===== src/rtl/frame_phase_seq.sv =====
module frame_phase_seq #(
  parameter int CMP_NOM     = 32,
  parameter int BC_NOM      = 16,
  parameter int VOT_NOM     = 24,
  parameter int TOL_NUM     = 1,
  parameter int TOL_DEN     = 8,
  parameter int DELIVER_CYC = 12,
  parameter int CORR_W      = 8,
  parameter int CORR_LIMIT  = 64,
  parameter int CUM_W       = 16,
  parameter int FRAME_W     = 16,
  parameter int TIME_W      = 32,
  parameter int CNT_W       = 8
) (
  input  logic                     clk,
  input  logic                     rst,
  input  logic                     phase_done,
  input  logic                     corr_valid,
  input  logic signed [CORR_W-1:0] corr_value,
  output logic [3:0]               phase,
  output logic                     phase_start,
  output logic [FRAME_W-1:0]       frame_no,
  output logic signed [CUM_W-1:0]  cum_corr,
  output logic [TIME_W-1:0]        sync_time,
  output logic                     dur_err,
  output logic                     corr_err,
  output logic                     cfg_err
);

  localparam int CMP_LO = (CMP_NOM * (TOL_DEN - TOL_NUM) + TOL_DEN - 1) / TOL_DEN;
  localparam int CMP_HI = (CMP_NOM * (TOL_DEN + TOL_NUM)) / TOL_DEN;
  localparam int BC_LO  = (BC_NOM * (TOL_DEN - TOL_NUM) + TOL_DEN - 1) / TOL_DEN;
  localparam int BC_HI  = (BC_NOM * (TOL_DEN + TOL_NUM)) / TOL_DEN;
  localparam int VOT_LO = (VOT_NOM * (TOL_DEN - TOL_NUM) + TOL_DEN - 1) / TOL_DEN;
  localparam int VOT_HI = (VOT_NOM * (TOL_DEN + TOL_NUM)) / TOL_DEN;
  localparam logic [CNT_W-1:0] CNT_MAX = '1;
  localparam logic [CORR_W:0]  LIMIT   = (CORR_W+1)'(CORR_LIMIT);

  logic [3:0]        ph;
  logic [CNT_W-1:0]  cnt, lo, hi;
  logic [TIME_W-1:0] raw_time;

  wire in_sync = ph[3];
  wire advance = in_sync ? corr_valid : phase_done;

  always_comb begin
    lo = CNT_W'(VOT_LO);
    hi = CNT_W'(VOT_HI);
    if (ph[0]) begin
      lo = CNT_W'(CMP_LO);
      hi = CNT_W'(CMP_HI);
    end else if (ph[1]) begin
      lo = CNT_W'(BC_LO);
      hi = CNT_W'(BC_HI);
    end
  end

  wire signed [CORR_W:0] cv_ext = {corr_value[CORR_W-1], corr_value};
  wire [CORR_W:0]        cv_mag = cv_ext[CORR_W] ? (CORR_W+1)'(-cv_ext) : cv_ext;
  wire                   corr_ok = cv_mag < LIMIT;
  wire signed [CUM_W-1:0] cv_wide = {{(CUM_W-CORR_W){corr_value[CORR_W-1]}}, corr_value};

  always_ff @(posedge clk) begin
    if (rst) begin
      ph       <= 4'b0001;
      cnt      <= CNT_W'(1);
      frame_no <= '0;
      cum_corr <= '0;
      raw_time <= '0;
      dur_err  <= 1'b0;
      corr_err <= 1'b0;
      cfg_err  <= (BC_NOM < DELIVER_CYC);
    end else begin
      raw_time <= raw_time + 1'b1;
      dur_err  <= advance && !in_sync && ((cnt < lo) || (cnt > hi));
      corr_err <= advance && in_sync && !corr_ok;
      if (advance) begin
        ph  <= {ph[2:0], ph[3]};
        cnt <= CNT_W'(1);
        if (in_sync) begin
          frame_no <= frame_no + 1'b1;
          if (corr_ok) cum_corr <= cum_corr + cv_wide;
        end
      end else if (cnt != CNT_MAX) begin
        cnt <= cnt + 1'b1;
      end
    end
  end

  assign phase       = ph;
  assign phase_start = (cnt == CNT_W'(1));
  assign sync_time   = raw_time + {{(TIME_W-CUM_W){cum_corr[CUM_W-1]}}, cum_corr};

  p_onehot_r2: assert property (@(posedge clk) disable iff (rst) $onehot(phase));

  p_order_r2: assert property (@(posedge clk) disable iff (rst)
    (phase != $past(phase)) |-> (phase == {$past(phase[2:0]), $past(phase[3])}));

  p_err_at_start_r4: assert property (@(posedge clk) disable iff (rst)
    (dur_err || corr_err) |-> phase_start);

  p_frame_only_sync_r6: assert property (@(posedge clk) disable iff (rst)
    (frame_no != $past(frame_no)) |-> ($past(phase[3]) && phase[0]));

  p_cum_only_sync_r7: assert property (@(posedge clk) disable iff (rst)
    (cum_corr != $past(cum_corr)) |-> ($past(phase[3]) && $past(corr_valid)));

  p_refused_keeps_cum_r8: assert property (@(posedge clk) disable iff (rst)
    corr_err |-> ($stable(cum_corr) && phase[0]));

  p_time_step_r9: assert property (@(posedge clk) disable iff (rst)
    (!$past(rst) && !($past(phase[3]) && phase[0])) |-> (sync_time == $past(sync_time) + 1'b1));

endmodule


===== config.mk =====
export PLATFORM = sky130hd
export DESIGN_NAME = frame_phase_seq
export DESIGN_NICKNAME = d
export VERILOG_FILES = /design/src/rtl/frame_phase_seq.sv
export SDC_FILE = /design/constraint.sdc
export NUM_CORES = 1
export LEC_CHECK = 0
export CAP_MARGIN = 20
export CORE_UTILIZATION = 30
export CTS_CLUSTER_DIAMETER = 60
export DETAILED_ROUTE_END_ITERATION = 16
export SLEW_MARGIN = 10
export SYNTH_ARGS = -nofsm -noshare
export SYNTH_HDL_FRONTEND = slang
export SYNTH_SLANG_ARGS = --single-unit

===== constraint.sdc =====
create_clock -name clk -period 4.3 [get_ports clk]
set_clock_uncertainty 0.15 [all_clocks]
set_input_delay 1.075 -clock clk [delete_from_list [all_inputs] [get_ports clk]]
set_output_delay 1.075 -clock clk [all_outputs]
set_load 0.01 [all_outputs]

# --- Yosys cells after proc, flatten, opt, wreduce, memory -nomap -nowiden ---
# Index checks and enable logic that the tools add are counted.
totals:
  reg_bits: 78
  out_inout_bits: 72
  elab_cells: 34
op_classes:
  n_addsub: 6
  n_lt_le_gt_ge: 3
  n_eq_ne: 2
  mux: 6
  reduce_logical: 10
ops:
  columns: ["operator", "n"]
  rows:
  - ["adder 32 x 1 -> 32 bit, second input constant", 1]
  - ["adder 32 bit", 1]
  - ["adder 16 x 1 -> 16 bit, second input constant", 1]
  - ["adder 16 x 8 -> 16 bit", 1]
  - ["2-to-1 mux 5 bit", 2]
  - ["less-than comparator 9 x 7 -> 1 bit, second input constant", 1]
  - ["2-to-1 mux 9 bit", 1]
  - ["negation 8 -> 9 bit", 1]
  - ["adder 8 x 1 -> 8 bit, second input constant", 1]
  - ["equality test 8 x 1 -> 1 bit, second input constant", 1]
  - ["greater-than comparator 8 bit", 1]
  - ["less-than comparator 8 bit", 1]
  - ["inequality test 8 bit, second input constant", 1]
  - ["2-to-1 mux 6 bit", 1]
  - ["logical AND 1 bit", 4]
  - ["2-to-1 mux 4 bit", 1]
  - ["AND reduction 3 bit", 1]
  - ["logical NOT 1 bit", 2]
  - ["AND reduction 2 bit", 1]
  - ["OR reduction 2 bit", 1]
  - ["logical OR 1 bit", 1]
  - ["2-to-1 mux 1 bit", 1]

# --- Longest topological paths before layout ---
depth:
  depth_word: 5
  ltp_mapped: 10
  depth_no_buf: 10

# --- Least setup slack after synthesis ---
# OpenSTA, ideal clock, no wires.
synth_path:
  path_type: "reg2out"
  start: "register cum_corr[15]"
  end: "output port sync_time[26]"
  arrival_ns: 2.498
  path_slack_ns: 0.577
  path_stages_with_launch: 9
  path_buffers: 0
  cell_sequence: "dfxtp_1 ha_1 a21oi_1 o21ai_0 or3_1 nor3_1 o21ai_0 a21oi_1 xnor2_1"
synth_via:
  elab_chain_cells: 1
synth_lines:
  columns: ["item", "line_no", "rtl"]
  rows:
  - ["start, declared", "23", "output logic signed [CUM_W-1:0] cum_corr,"]
  - ["start signal, assigned", "82", "if (corr_ok) cum_corr <= cum_corr + cv_wide;"]
  - ["adder 32 bit", "92", "assign sync_time = raw_time + {{(TIME_W-CUM_W){cum_corr[CUM_W-1]}}, cum_corr};"]
  - ["end, declared", "24", "output logic [TIME_W-1:0] sync_time,"]
# No other way between the ends.

# --- Worst setup path in the final report ---
layout_path:
  start: "register cum_corr[8]"
  end: "output port sync_time[25]"
# Same word-level chain as after synthesis.

==> run_results.csv <==
group,metric,value,unit
status,status,"finished, violations left",
status,violations,"negative setup slack",
logic_synthesis,avgSynthCellArea,7.90,sq um
sta,slew_viol_final,0,
logic_synthesis,syn_area,0.00571,sq mm
sta,setup_viol_count_final,1,
sta,slew_headroom,44.9,%
layout,fin_nets,894,
floorplanning,dieWidth,140,microns
routing,wirelength,14.8,mm
cts,cts_tree,"yes",
setup_path,critPathKind,"reg2out",
layout,multi_input_area,0.00410,sq mm
logic_synthesis,synth_cells,723,
cts,cts-root-buf,"clkbuf_16",
sta,finalHoldViolations,0,
setup_path,r2r_setup_slack,1.41,ns
floorplanning,die-area,0.0196,sq mm
routing,vias,5408,
pwr,power_leakage,2.98,nW
global_routing,overflow,0,
cts,ctsHtreeMaxLevel,3,
routing,drt_iter0_drc,233,
setup_path,cp_max_fo,7,
layout,nFillCells,1909,
setup_path,worst_setup_path_start_kind,"flip-flop",
routing,vias_per_cell,5.10,
layout,seqCellArea,0.00157,sq mm
cts,ctsHoldBuffers,0,
sta,setup_ws,-0.000639,ns
logic_synthesis,ys_warn_count,0,
layout,insertedDiodeCount,0,
setup_path,end_kind,"output port",
logic_synthesis,synth_ff_type,"dfxtp_1",
routing,antenna_left,0,
routing,wl_per_cell,14.0,microns
worst_hold_path,hold_path.class,"reg2reg",
floorplanning,pin_count,84,
place,place_congestion,0.863,
global_routing,grt_pass1_wl,24.6,mm
logic_synthesis,synthArstFlopShare,0,%
logic_synthesis,ys_seq_elements,78,
logic_synthesis,synth-seq-area-share,27.3,%
pwr,finalPower,1.68,mW
global_routing,grt_max_degree,45,
cts,clkTransAtPathRegs,0.06,ns
floorplanning,start_util,30.5,%
sta,grt_setup_unrepaired,"true",
floorplanning,core_area,0.0187,sq mm
sta,worst_pin_slew,0.826,ns
pwr,cellPowerDensity,229,mW/mm^2
job,drv_cap,0,
cts,clock_sinks,78,
place,hpwl,11.2,mm
cts,numCtsBuffers,9,
sta,max_freq,233,MHz
global_routing,grt.total_usage,15.3,%
sta,post-route-period-util,100,%
setup_path,cp_data_arrival_time,3.08,ns
sta,period_minus_slack,4.30,ns
logic_synthesis,synthesis.nets,796,
layout,syn_to_final_growth,28.1,%
setup_path,required,3.07,ns
layout,final_cell_count_no_fill,1060,
global_routing,grt_pass1_vias,4911,
floorplanning,die_y,140,microns
floorplanning,num_rows,50,
global_routing,antenna_found_initial,0,
routing,drc,0,
cts,clock_latency,0.34,ns
layout,final_layout_size_suffix_gt1_share,9.32,%
routing,drtPass1Iterations,6,
pwr,ir_worst_vdd,0.194,mV
cts,cts.path.max_buffers,2,
place,portBuffers,82,
place,dp_cells,1038,
logic_synthesis,synth_edf_count,0,
logic_synthesis,yosysUniqueCellTypes,56,
[cell usage in the layout, fill, tap and decap left out, drive strengths merged, types with 4 or more instances in the layout]
master,Yosys,layout
nor2,86,86
dfxtp,78,78
nand2,70,70
clkdlybuf4s50,0,70
a21oi,62,62
ha,59,59
xnor2,47,47
o21ai,40,40
xor2,36,36
nand3,31,31
buf,6,25
inv,23,23
nand4,17,17
a211oi,15,15
nor3,14,14
o21a,12,12
a21o,12,12
clkbuf,13,11
or3,10,10
and3,10,10
a31oi,8,8
nand2b,7,7
nor4,7,7
o21bai,6,6
dlygate4sd2,0,5
or2,4,4
nor2b,4,4
and4,4,4
and2,4,4
or4,4,4
nor3b,4,4
dlymetal6s2s,0,4
[layer usage]
layer  wire [microns]  share of wire (%)  global-route usage [%]  up-vias
met5                0                  0                       0        -
met4              206                1.4                    4.63        0
met3              753                5.1                    3.35       13
met2             6900                 47                    25.2      123
met1             6970                 47                    19.9     2480
li1                 -                  -                       -     2792
[state kept, by name, summed over array words and instances, names as in the netlist]
register / flops
cnt: 8
corr_err: 1
frame_no: 16
raw_time: 32
cum_corr: 16
dur_err: 1
phase: 4
[power by group]
part           switching (mW)  internal, mW  leakage, nW
Sequential             0.0120         0.731        0.633
Combinational           0.115         0.104         2.21
Clock                   0.313         0.403        0.130
Total                   0.439          1.24         2.98
[worst paths after layout]
check,startpoint,endpoint,depth (start not counted)
worst max-delay path,cum_corr[8],sync_time[25],10
worst min-delay path,frame_no[1],frame_no[1],2
worst max register to register,cum_corr[0],cum_corr[14],10
worst min register to register,frame_no[1],frame_no[1],2
[logic make-up (layout without fill, tap and decap cells)]
family / Yosys count / after routing / share of synthesized area [%]
other cells: 1 / 1 / 0.0656
simple gates: 279 / 279 / 23.6
fa+ha+maj: 61 / 61 / 13.6
compound gates: 176 / 176 / 19.1
mux: 3 / 3 / 0.526
xor+xnor: 83 / 83 / 12.7
buf+inv: 42 / 145 / 3.00
flops: 78 / 78 / 27.3
[cell type report]
type / instances / share of cell area, %
Clock buffer: 10 / 3.26
Clock inverter: 6 / 0.513
Inverter: 23 / 1.18
Multi-Input combinational cell: 603 / 56.0
Sequential cell: 78 / 21.4
Tap cell: 234 / 4.00
Timing Repair Buffer: 106 / 13.6
[critical path: stages, from the launching register on]
cell and delay, ns:
dfxtp_1 0.43, ha_2 0.37, a21o_1 0.22, a31oi_1 0.16, o21ai_1 0.14, a41oi_4 0.27, buf_4 0.18, o21ai_4 0.07
a41oi_2 0.22, xnor2_1 0.14, clkdlybuf4s50_1 0.55
[Yosys cell counts, types with 10 or more instances]
cell type,n,area share (%)
xnor2_1,47,7.2
nand3_1,31,2.7
nor2_1,86,5.7
o21ai_0,35,3.1
xor2_1,36,5.5
clkbuf_1,13,0.85
ha_1,59,13
inv_1,23,1.5
o21a_1,12,1.6
a21oi_1,62,5.4
and3_1,10,1.1
or3_1,10,1.1
a211oi_1,13,1.7
nor3_1,14,1.2
nand2_1,70,4.6
a21o_1,12,1.6
nand4_1,17,1.9
dfxtp_1,78,27
[per-stage QoR]
step           hold slack (ns)  setup TNS [ns]  setup slack (ns)  utilization [%]  cell area [sq um]
2_1_floorplan            0.306               0             0.577                -               5710
3_3_place_gp             0.340               0            0.0266             36.7               6870
3_5_place_dp             0.347               0            0.0283             36.7               6870
4_1_cts                  0.354          -0.198           -0.0582             38.5               7200
5_1_grt                  0.385          -0.478            -0.142             39.1               7320
6_report                 0.357       -0.000639         -0.000639             39.1               7320
[repair_timing]
item,CTS,global route
resized for setup,19,25
setup buffers,3,3
pin swaps,5,2
endpoints found under the setup margin,15,18
Power figures use the tool's default switching activity.
